==> src/rtl/tmr_pkg.sv <==
package tmr_pkg;
   localparam int unsigned TMR_CNT_W_DEF = 32;
   localparam int unsigned TMR_LINES_DEF = 8;

   typedef enum logic [1:0] {
      CNT_HOLD = 2'd0,
      CNT_STEP = 2'd1,
      CNT_LOAD = 2'd2
   } cnt_op_e;
endpackage

==> src/rtl/tmr_counter.sv <==
module tmr_counter
   import tmr_pkg::*;
#(
   parameter int unsigned CNT_W = TMR_CNT_W_DEF
) (
   input  logic             clk,
   input  logic             rst_n,
   input  logic             tick_en,
   input  logic             ld,
   input  logic [CNT_W-1:0] ld_val,
   input  logic             halt_wr,
   input  logic             halt_wdata,
   output logic [CNT_W-1:0] cnt_q,
   output logic [CNT_W-1:0] cnt_inc,
   output logic             step
);
   localparam logic [CNT_W-1:0] ONE = {{(CNT_W-1){1'b0}}, 1'b1};

   logic    halt_q;
   cnt_op_e op;

   assign cnt_inc = cnt_q + ONE;

   always_comb begin
      if (ld)                    op = CNT_LOAD;
      else if (tick_en && !halt_q) op = CNT_STEP;
      else                       op = CNT_HOLD;
   end

   assign step = (op == CNT_STEP);

   always_ff @(posedge clk or negedge rst_n) begin
      if (!rst_n) begin
         cnt_q  <= '0;
         halt_q <= 1'b0;
      end else begin
         if (halt_wr) halt_q <= halt_wdata;
         case (op)
            CNT_LOAD: cnt_q <= ld_val;
            CNT_STEP: cnt_q <= cnt_inc;
            default:  cnt_q <= cnt_q;
         endcase
      end
   end

   assert_halt_freezes_R3: assert property (@(posedge clk) disable iff (!rst_n)
      $past(halt_q) && !$past(ld) |-> cnt_q == $past(cnt_q));

   assert_step_by_one_R2: assert property (@(posedge clk) disable iff (!rst_n)
      $past(tick_en) && !$past(halt_q) && !$past(ld) |-> cnt_q == $past(cnt_q) + ONE);

   assert_load_value_R4: assert property (@(posedge clk) disable iff (!rst_n)
      $past(ld) |-> cnt_q == $past(ld_val));
endmodule

==> src/rtl/tmr_match.sv <==
module tmr_match
   import tmr_pkg::*;
#(
   parameter int unsigned CNT_W         = TMR_CNT_W_DEF,
   parameter bit          HAS_PEND_FLAG = 1'b1
) (
   input  logic             clk,
   input  logic             rst_n,
   input  logic             step,
   input  logic [CNT_W-1:0] cnt_inc,
   input  logic             cmp_wr,
   input  logic [CNT_W-1:0] cmp_wdata,
   output logic             act_q,
   output logic             pend_o
);
   logic [CNT_W-1:0] cmp_q;
   logic             hit;

   assign hit = step && (cnt_inc == cmp_q);

   always_ff @(posedge clk or negedge rst_n) begin
      if (!rst_n) begin
         cmp_q <= '0;
         act_q <= 1'b0;
      end else begin
         if (cmp_wr) begin
            cmp_q <= cmp_wdata;
            act_q <= 1'b0;
         end else if (hit) begin
            act_q <= 1'b1;
         end
      end
   end

   if (HAS_PEND_FLAG) begin : g_pend
      assign pend_o = act_q;
   end else begin : g_nopend
      assign pend_o = 1'b0;
   end

   assert_ack_clears_R7: assert property (@(posedge clk) disable iff (!rst_n)
      $past(cmp_wr) |-> !act_q);

   assert_level_held_R6: assert property (@(posedge clk) disable iff (!rst_n)
      $past(act_q) && !$past(cmp_wr) |-> act_q);

   assert_raise_only_on_step_R5: assert property (@(posedge clk) disable iff (!rst_n)
      $rose(act_q) |-> $past(step));
endmodule

==> src/rtl/tmr_route.sv <==
module tmr_route
   import tmr_pkg::*;
#(
   parameter int unsigned N_LINES = TMR_LINES_DEF,
   parameter int unsigned SEL_W   = $clog2(N_LINES)
) (
   input  logic               clk,
   input  logic               rst_n,
   input  logic               sel_wr,
   input  logic [SEL_W-1:0]   sel_wdata,
   input  logic               act,
   output logic [N_LINES-1:0] lines
);
   logic [SEL_W-1:0] sel_q;

   always_ff @(posedge clk or negedge rst_n) begin
      if (!rst_n)      sel_q <= '0;
      else if (sel_wr) sel_q <= sel_wdata;
   end

   for (genvar i = 0; i < N_LINES; i++) begin : g_line
      assign lines[i] = act && (sel_q == SEL_W'(i));
   end

   assert_single_line_R8: assert property (@(posedge clk) disable iff (!rst_n)
      $onehot0(lines));

   assert_moves_on_select_R8: assert property (@(posedge clk) disable iff (!rst_n)
      $past(sel_wr) && act |-> lines[$past(sel_wdata)]);
endmodule

==> src/rtl/tick_match_timer.sv <==
module tick_match_timer
   import tmr_pkg::*;
#(
   parameter int unsigned CNT_W         = TMR_CNT_W_DEF,
   parameter int unsigned N_LINES       = TMR_LINES_DEF,
   parameter bit          HAS_PEND_FLAG = 1'b1,
   localparam int unsigned SEL_W        = $clog2(N_LINES)
) (
   input  logic               clk,
   input  logic               rst_n,
   input  logic               tick_en,
   input  logic               cnt_wr,
   input  logic [CNT_W-1:0]   cnt_wdata,
   input  logic               cmp_wr,
   input  logic [CNT_W-1:0]   cmp_wdata,
   input  logic               halt_wr,
   input  logic               halt_wdata,
   input  logic               sel_wr,
   input  logic [SEL_W-1:0]   sel_wdata,
   output logic [CNT_W-1:0]   cnt_rdata,
   output logic               pend_rdata,
   output logic [N_LINES-1:0] irq_lines
);
   if (CNT_W < 2 || CNT_W > 64) begin : g_bad_width
      $error("tick_match_timer: CNT_W must lie in 2..64");
   end
   if (N_LINES < 2 || (1 << SEL_W) != N_LINES) begin : g_bad_lines
      $error("tick_match_timer: N_LINES must be a power of two, at least 2");
   end

   logic [CNT_W-1:0] cnt_inc;
   logic             step;
   logic             act;

   tmr_counter #(.CNT_W(CNT_W)) u_counter (
      .clk        (clk),
      .rst_n      (rst_n),
      .tick_en    (tick_en),
      .ld         (cnt_wr),
      .ld_val     (cnt_wdata),
      .halt_wr    (halt_wr),
      .halt_wdata (halt_wdata),
      .cnt_q      (cnt_rdata),
      .cnt_inc    (cnt_inc),
      .step       (step)
   );

   tmr_match #(.CNT_W(CNT_W), .HAS_PEND_FLAG(HAS_PEND_FLAG)) u_match (
      .clk       (clk),
      .rst_n     (rst_n),
      .step      (step),
      .cnt_inc   (cnt_inc),
      .cmp_wr    (cmp_wr),
      .cmp_wdata (cmp_wdata),
      .act_q     (act),
      .pend_o    (pend_rdata)
   );

   tmr_route #(.N_LINES(N_LINES), .SEL_W(SEL_W)) u_route (
      .clk       (clk),
      .rst_n     (rst_n),
      .sel_wr    (sel_wr),
      .sel_wdata (sel_wdata),
      .act       (act),
      .lines     (irq_lines)
   );

   assert_no_raise_on_load_R4: assert property (@(posedge clk) disable iff (!rst_n)
      $past(cnt_wr) && !$past(|irq_lines) |-> !(|irq_lines));
endmodule

==> config.mk <==
export PLATFORM = sky130hd
export DESIGN_NAME = tick_match_timer
export DESIGN_NICKNAME = d
export VERILOG_FILES = /design/src/rtl/tmr_pkg.sv /design/src/rtl/tmr_counter.sv /design/src/rtl/tmr_match.sv /design/src/rtl/tmr_route.sv /design/src/rtl/tick_match_timer.sv
export SDC_FILE = /design/constraint.sdc
export NUM_CORES = 1
export LEC_CHECK = 0
export ABC_AREA = 1
export BUFFER_PORTS_ARGS = -buffer_cell sky130_fd_sc_hd__buf_2
export CORE_AREA = 2 2 98 100
export CTS_CLUSTER_SIZE = 16
export DETAILED_ROUTE_END_ITERATION = 6
export DIE_AREA = 0 0 100 102
export GPL_ROUTABILITY_DRIVEN = 0
export PLACE_DENSITY = 0.75
export SETUP_SLACK_MARGIN = 0.3
export SYNTH_ARGS = -nofsm -noshare
export SYNTH_HDL_FRONTEND = slang
export SYNTH_SLANG_ARGS = --single-unit
==> constraint.sdc <==
create_clock -name clk -period 2.3 [get_ports clk]
set_input_delay 0.345 -clock clk [delete_from_list [all_inputs] [get_ports clk]]
set_output_delay 0.345 -clock clk [all_outputs]
set_load 0.05 [all_outputs]
Yosys cells after proc, flatten, opt, wreduce, memory -nomap -nowiden
Index checks and enable logic that the tools add are counted.
{"block": "word_totals", "ff_bits": 69, "word_cells": 35, "inputBits": 75, "out_inout_bits": 41}
{"block": "classes", "n_reduce_logical": 14, "eq_ne": 10, "add_sub_neg": 1, "mux": 5}
{"op": "$pmux W32 S2", "n": 1}
{"op": "$add A32 B1 Y32 const B", "n": 1}
{"op": "$eq A32 B32 Y1", "n": 1}
{"op": "$eq A3 B3 Y1 const B", "n": 4}
{"op": "$logic_and A1 B1 Y1", "n": 10}
{"op": "$eq A3 B2 Y1 const B", "n": 2}
{"op": "$reduce_bool A2 Y1", "n": 2}
{"op": "$eq A3 B1 Y1 const B", "n": 1}
{"op": "$logic_not A3 Y1", "n": 1}
{"op": "$mux W1", "n": 3}
{"op": "$eq A2 B1 Y1 const B", "n": 1}
{"op": "$eq A2 B2 Y1 const B", "n": 1}
{"op": "$mux W2", "n": 1}
{"op": "$logic_not A1 Y1", "n": 1}

Logic depth before layout (Yosys ltp)
{"block": "depth", "ltp_word": 8, "ltp_mapped": 15, "depth_no_buf": 15}

Modules after synthesis
Synthesis repeated with hierarchy kept, for this count alone.
{"block": "unflattened", "hier_cells": 655, "hier_area_um2": 4444.3}
{"module": "tmr_counter", "seq_area_each_um2": 825.8, "cells_each": 406, "area_per_inst_um2": 2513.7, "n_inst": 1}
{"module": "tmr_match", "seq_area_each_um2": 825.8, "cells_each": 223, "area_per_inst_um2": 1760.4, "n_inst": 1}
{"module": "tmr_route", "seq_area_each_um2": 75.1, "cells_each": 26, "area_per_inst_um2": 170.2, "n_inst": 1}

Worst setup path before layout
Ideal clock, no wire load.
{"block": "synth_path", "path_kind": "reg2reg", "startpoint": "reg u_counter.cnt_q[1]", "endpoint": "reg u_match.act_q", "stages_incl_launch_ff": 16, "n_path_buf": 0, "setup_time_ps": 74, "setup_slack_ps": 55, "required_time_ps": 2226, "arrival_time_ps": 2171, "synth_period_minus_slack_ps": 2245, "cell_sequence": "dfrtp_1 > ha_1 > nand2_2 > nor2_4 > nand2_4 > nor2_4 > nand2_1 > nand2_1 > nand2_1 > nand2_1 > nand2_1 > nor2_1 > nand2_1 > nor2_1 > nand3_1 > a21oi_2"}
{"block": "synth_between", "elab_chain_len": 4}
{"element": "from (decl)", "line_no": "tmr_counter.sv:13", "source": "output logic [CNT_W-1:0] cnt_q,"}
{"element": "from (signal assigned)", "line_no": "tmr_counter.sv:39", "source": "CNT_LOAD: cnt_q <= ld_val;"}
{"element": "from (signal assigned)", "line_no": "tmr_counter.sv:40", "source": "CNT_STEP: cnt_q <= cnt_inc;"}
{"element": "from (signal assigned)", "line_no": "tmr_counter.sv:41", "source": "default: cnt_q <= cnt_q;"}
{"element": "$add A32 B1 Y32", "line_no": "tmr_counter.sv:22", "source": "assign cnt_inc = cnt_q + ONE;"}
{"element": "$eq A32 B32 Y1", "line_no": "tmr_match.sv:19", "source": "assign hit = step && (cnt_inc == cmp_q);"}
{"element": "$logic_and A1 B1 Y1", "line_no": "tmr_match.sv:19"}
{"element": "$reduce_bool A2 Y1 (no source line)"}
{"element": "to (signal assigned)", "line_no": "tmr_match.sv:24", "source": "act_q <= 1'b0;"}
{"element": "to (signal assigned)", "line_no": "tmr_match.sv:28", "source": "act_q <= 1'b0;"}
{"element": "to (signal assigned)", "line_no": "tmr_match.sv:30", "source": "act_q <= 1'b1;"}
{"element": "to (decl)", "line_no": "tmr_match.sv:13", "source": "output logic act_q,"}
No other way between the ends.
A chain may end at the register's enable or synchronous reset.

Final worst setup path
{"block": "layout_path", "startpoint": "reg u_counter.cnt_q[0]", "endpoint": "reg u_match.act_q"}
Same word-level chain as after synthesis.

==> results.txt <==
The number of setup violations in the final report came out at 0. The class of the tightest hold or removal check is in -> reg. The peak ir drop on the vdd network came out at 0.000342 V. The total power divided by cell area is 664 mW/mm2. The synthesis-to-finish area growth is 24.0%. Each instance of the synthesized netlist takes up on average 6.66 um2. The clock sink count came out at 69. The total negative slack is 0 ns. Timing would allow up to 0.480 GHz.

The synthesis warning total is 0. The sum of routed wire segments on met1 came out at 6.06 mm. The cell area after synthesis is 0.00447 mm2.

The insertion delay of the later-clocked pin in the worst-skew pair came out at 0.36 ns. The number of cell instances on the worst register-to-register path came out at 13. Summing all flip-flop and latch instances after layout gives 0.00174 mm2. The clock arrives with 0.0125 ns of skew.

The die is 102 um tall. The final period utilization came out at 90.6%. Counting flops with an async set or reset pin after synthesis yields a share of 100%. The number of max-slew violations in the final report came to 0. In the layout the commonest cells are nand2_1, buf_2, inv_1, nand3_1, nor2_1. The netlist uses 29 different library cells. The total clock buffers created by CTS is 9.

The top flip-flop cell by instance count after synthesis is dfrtp_1. Counting every net in the synthesized netlist gives 747. The number of antenna diodes is 0. The total power of the final layout came out at 3.68 mW.

The final-stage net count is 872. The amount of wire on met2 after detailed routing is 6.41 mm. The tightest slew margin relative to the limit came out at 58.8%. The worst path arrival time came out at 2.37 ns.

The buffer depth of the longest clock path came out at 2. Once the floorplan was initialized, standard cells occupied 49.1% of the core. Along the worst path, the maximum fanout reaches 6.

The global-route wire length before repair came out at 22.7 mm. The initial detailed-routing violation count is 330. The detailed route wirelength on metal3 is 1.11 mm. The total routing usage reported by global routing is 28.4%. The quantity of I/O buffers inserted on ports is 115.

The routed via count is 4,913. The switching power summed over all nets is 1.35 mW. The share of post-route cells with drive strength above 1 is 24.5%. The area of the core region is 0.00911 mm2. The cell area after placement came out at 0.00524 mm2.

After technology mapping, the gate count stands at 671. The number of register bits inferred by synthesis is 69. The final non-filler cell area is 0.00554 mm2.

The post-layout utilization of the core came out at 60.9%. The worst setup path is captured at a register. The nature of the critical path startpoint is a register. The layout filler cell count is 877. The deepest level of the CTS H-tree came out at 3. The transition time of the tightest slew-check pin is 0.617 ns.

The floorplan step defined a die boundary enclosing 0.0102 mm2. The remaining global-route overflow is 0. Entering global routing, the biggest net connects 40 pins. The width of the die came out at 100 um.

The time the worst path needs with I/O delays and setup came out at 2.08 ns. The cell sitting at the root of the clock tree is a clkbuf_8. The final wirelength is 13.8 mm. Setup repair after global routing could not meet its margin everywhere. The count of flip-flops with a built-in enable after synthesis came out at 0.

The worst setup path is of the reg -> reg kind. The combinational power share is 28.3%. In the routed layout, each cell is associated on average with a via count of 5.39. At the worst endpoint, the required time is 2.59 ns. The number of maximum-capacitance violations came out at 0.

The library cell used most frequently in the layout, excluding fill and tap cells, is nand2_1. Cell internal power was estimated by the tool at 2.33 mW. The multi-input combinational cells in the finished layout cover a total of 0.00241 mm2. The total DRC errors in the routed layout came out at 0.

The total count of hold-check failures in the final report is 0. The detailed router used layers up to and including met4. The initial antenna violation count is 0. The post-detailed-placement half-perimeter wirelength is 10.4 mm.

The top-level port count came out at 116. The count of cells along the worst hold path came out at 2. TritonCTS built the clock tree. The leakage power of the design came out at 2.91 nW. The number of detailed-route iterations in the first pass came out at 5. The flow ran to the end, and the final reports show no timing, DRC or antenna violations. The per-cell routed wire length is 15.2 um. The proportion of synthesized chip area in sequential cells came out at 38.6%. The row count is 35. The clock network accounts for 31.4% of the total power. The number of global-route vias before repair came out at 4,688.

In this run the remaining antenna-violating nets after routing total 0. The sequential fraction of design power is 40.3%. The register clock-pin slew on the reported worst setup and hold paths came out at 0.08 ns. The net switching fraction of the power came out at 36.7%.
[logic make-up after synthesis]
kind of cell / count (synthesis) / synth area share (%)
AOI/OAI and AO/OA: 80 / 11.2
xor gates and xnor gates: 4 / 1.09
adders and majority gates: 1 / 0.280
buffers and inverters: 101 / 8.48
DFF: 69 / 38.6
muxes: 4 / 1.01
and+or+nand+nor: 412 / 39.4
[synth_stat cells (3+ instances only)]
cell,n,share of area (%)
o22ai_1,6,0.84
mux2_2,4,1.0
o21ai_0,38,4.3
nand2_4,3,0.76
nand2_2,5,0.70
dfrtp_1,69,39
nor2_2,4,0.56
nor2_1,66,5.5
clkbuf_1,17,1.4
inv_1,81,6.8
o211ai_1,7,1.2
nand2_1,255,21
o221ai_1,17,3.3
nor2_4,7,1.8
nand3_1,66,7.4
xor2_1,3,0.59
a21oi_1,6,0.67
[worst paths after layout]
| path | from | endpoint | slack (ns) |
|---|---|---|---|
| worst min register to register | u_counter.halt_q$_DFFE_PN0P_ | u_counter.halt_q$_DFFE_PN0P_ | 0.53 |
| worst min-delay path | halt_wr | u_counter.halt_q$_DFFE_PN0P_ | 0.19 |
| min in group asynchronous | rst_n | u_match.cmp_q[0]$_DFFE_PN0P_ | 0.44 |
| worst max-delay path | u_counter.cnt_q[0]$_DFFE_PN0P_ | u_match.act_q$_DFFE_PN0P_ | 0.22 |
| worst max register to register | u_counter.cnt_q[0]$_DFFE_PN0P_ | u_match.act_q$_DFFE_PN0P_ | 0.22 |
| max in group asynchronous | rst_n | u_counter.cnt_q[11]$_DFFE_PN0P_ | 1.24 |
[power groups by stage]
stage,clock (mW),combinational (mW),sequential (mW)
global route,1.22,1.15,1.50
CTS,1.17,1.03,1.48
finish,1.16,1.04,1.48
detailed placement,0,1.01,1.50
global placement,0,0.994,1.49
floorplan,0,0.474,1.70
[routing by layer]
layer	GRT usage [%]	vias up
met5	0	-
li1	-	2394
met2	46.5	229
met1	38.8	2267
met3	4.99	23
met4	9.17	0
[stage by stage]
step                hold slack, ns  setup slack (ns)  instances
global placement             0.282             0.202        890
finish                       0.193             0.216        912
floorplan                   0.0494             0.300        671
CTS                          0.187             0.261        912
detailed placement           0.289             0.188        890
global route                 0.209            0.0588        912
[worst max-delay path, stage by stage, from the launching register on]
cell     delay, ns
dfrtp_2       0.42
ha_4          0.17
nand2_4       0.06
nor2_4        0.20
nand2_4       0.14
nor2_4        0.21
nand2_1       0.09
nand3_1       0.09
nand2_1       0.09
nor2_1        0.11
nand3_1       0.12
nor2_2        0.12
nand3_1       0.08
a21oi_2       0.11
[layout make-up]
| cell class | count | area share [%] |
|---|---|---|
| flip-flops and latches | 69 | 31.4 |
| multi-input cells | 501 | 43.5 |
| clock buffers | 12 | 2.80 |
| inverters | 84 | 5.69 |
| repair buffers | 131 | 12.8 |
| well taps | 111 | 2.51 |
| clock inverters | 4 | 1.26 |
[state kept, by name, summed over array words and instances (netlist names)]
| name | count |
|---|---|
| u_counter.cnt_q | 32 |
| u_counter.halt_q | 1 |
| u_match.act_q | 1 |
| u_match.cmp_q | 32 |
| u_route.sel_q | 3 |
[timing repair]
item                                    4_1_cts  5_1_grt
pin swaps                                     5       10
hold buffers                                  1        0
buffers inserted                              5        0
endpoints found under the setup margin        1        1
resized for setup                             6        6
gates cloned                                  0        0
hold endpoints to repair                     12        0
Note: power is estimated with default switching activity, not from simulation.
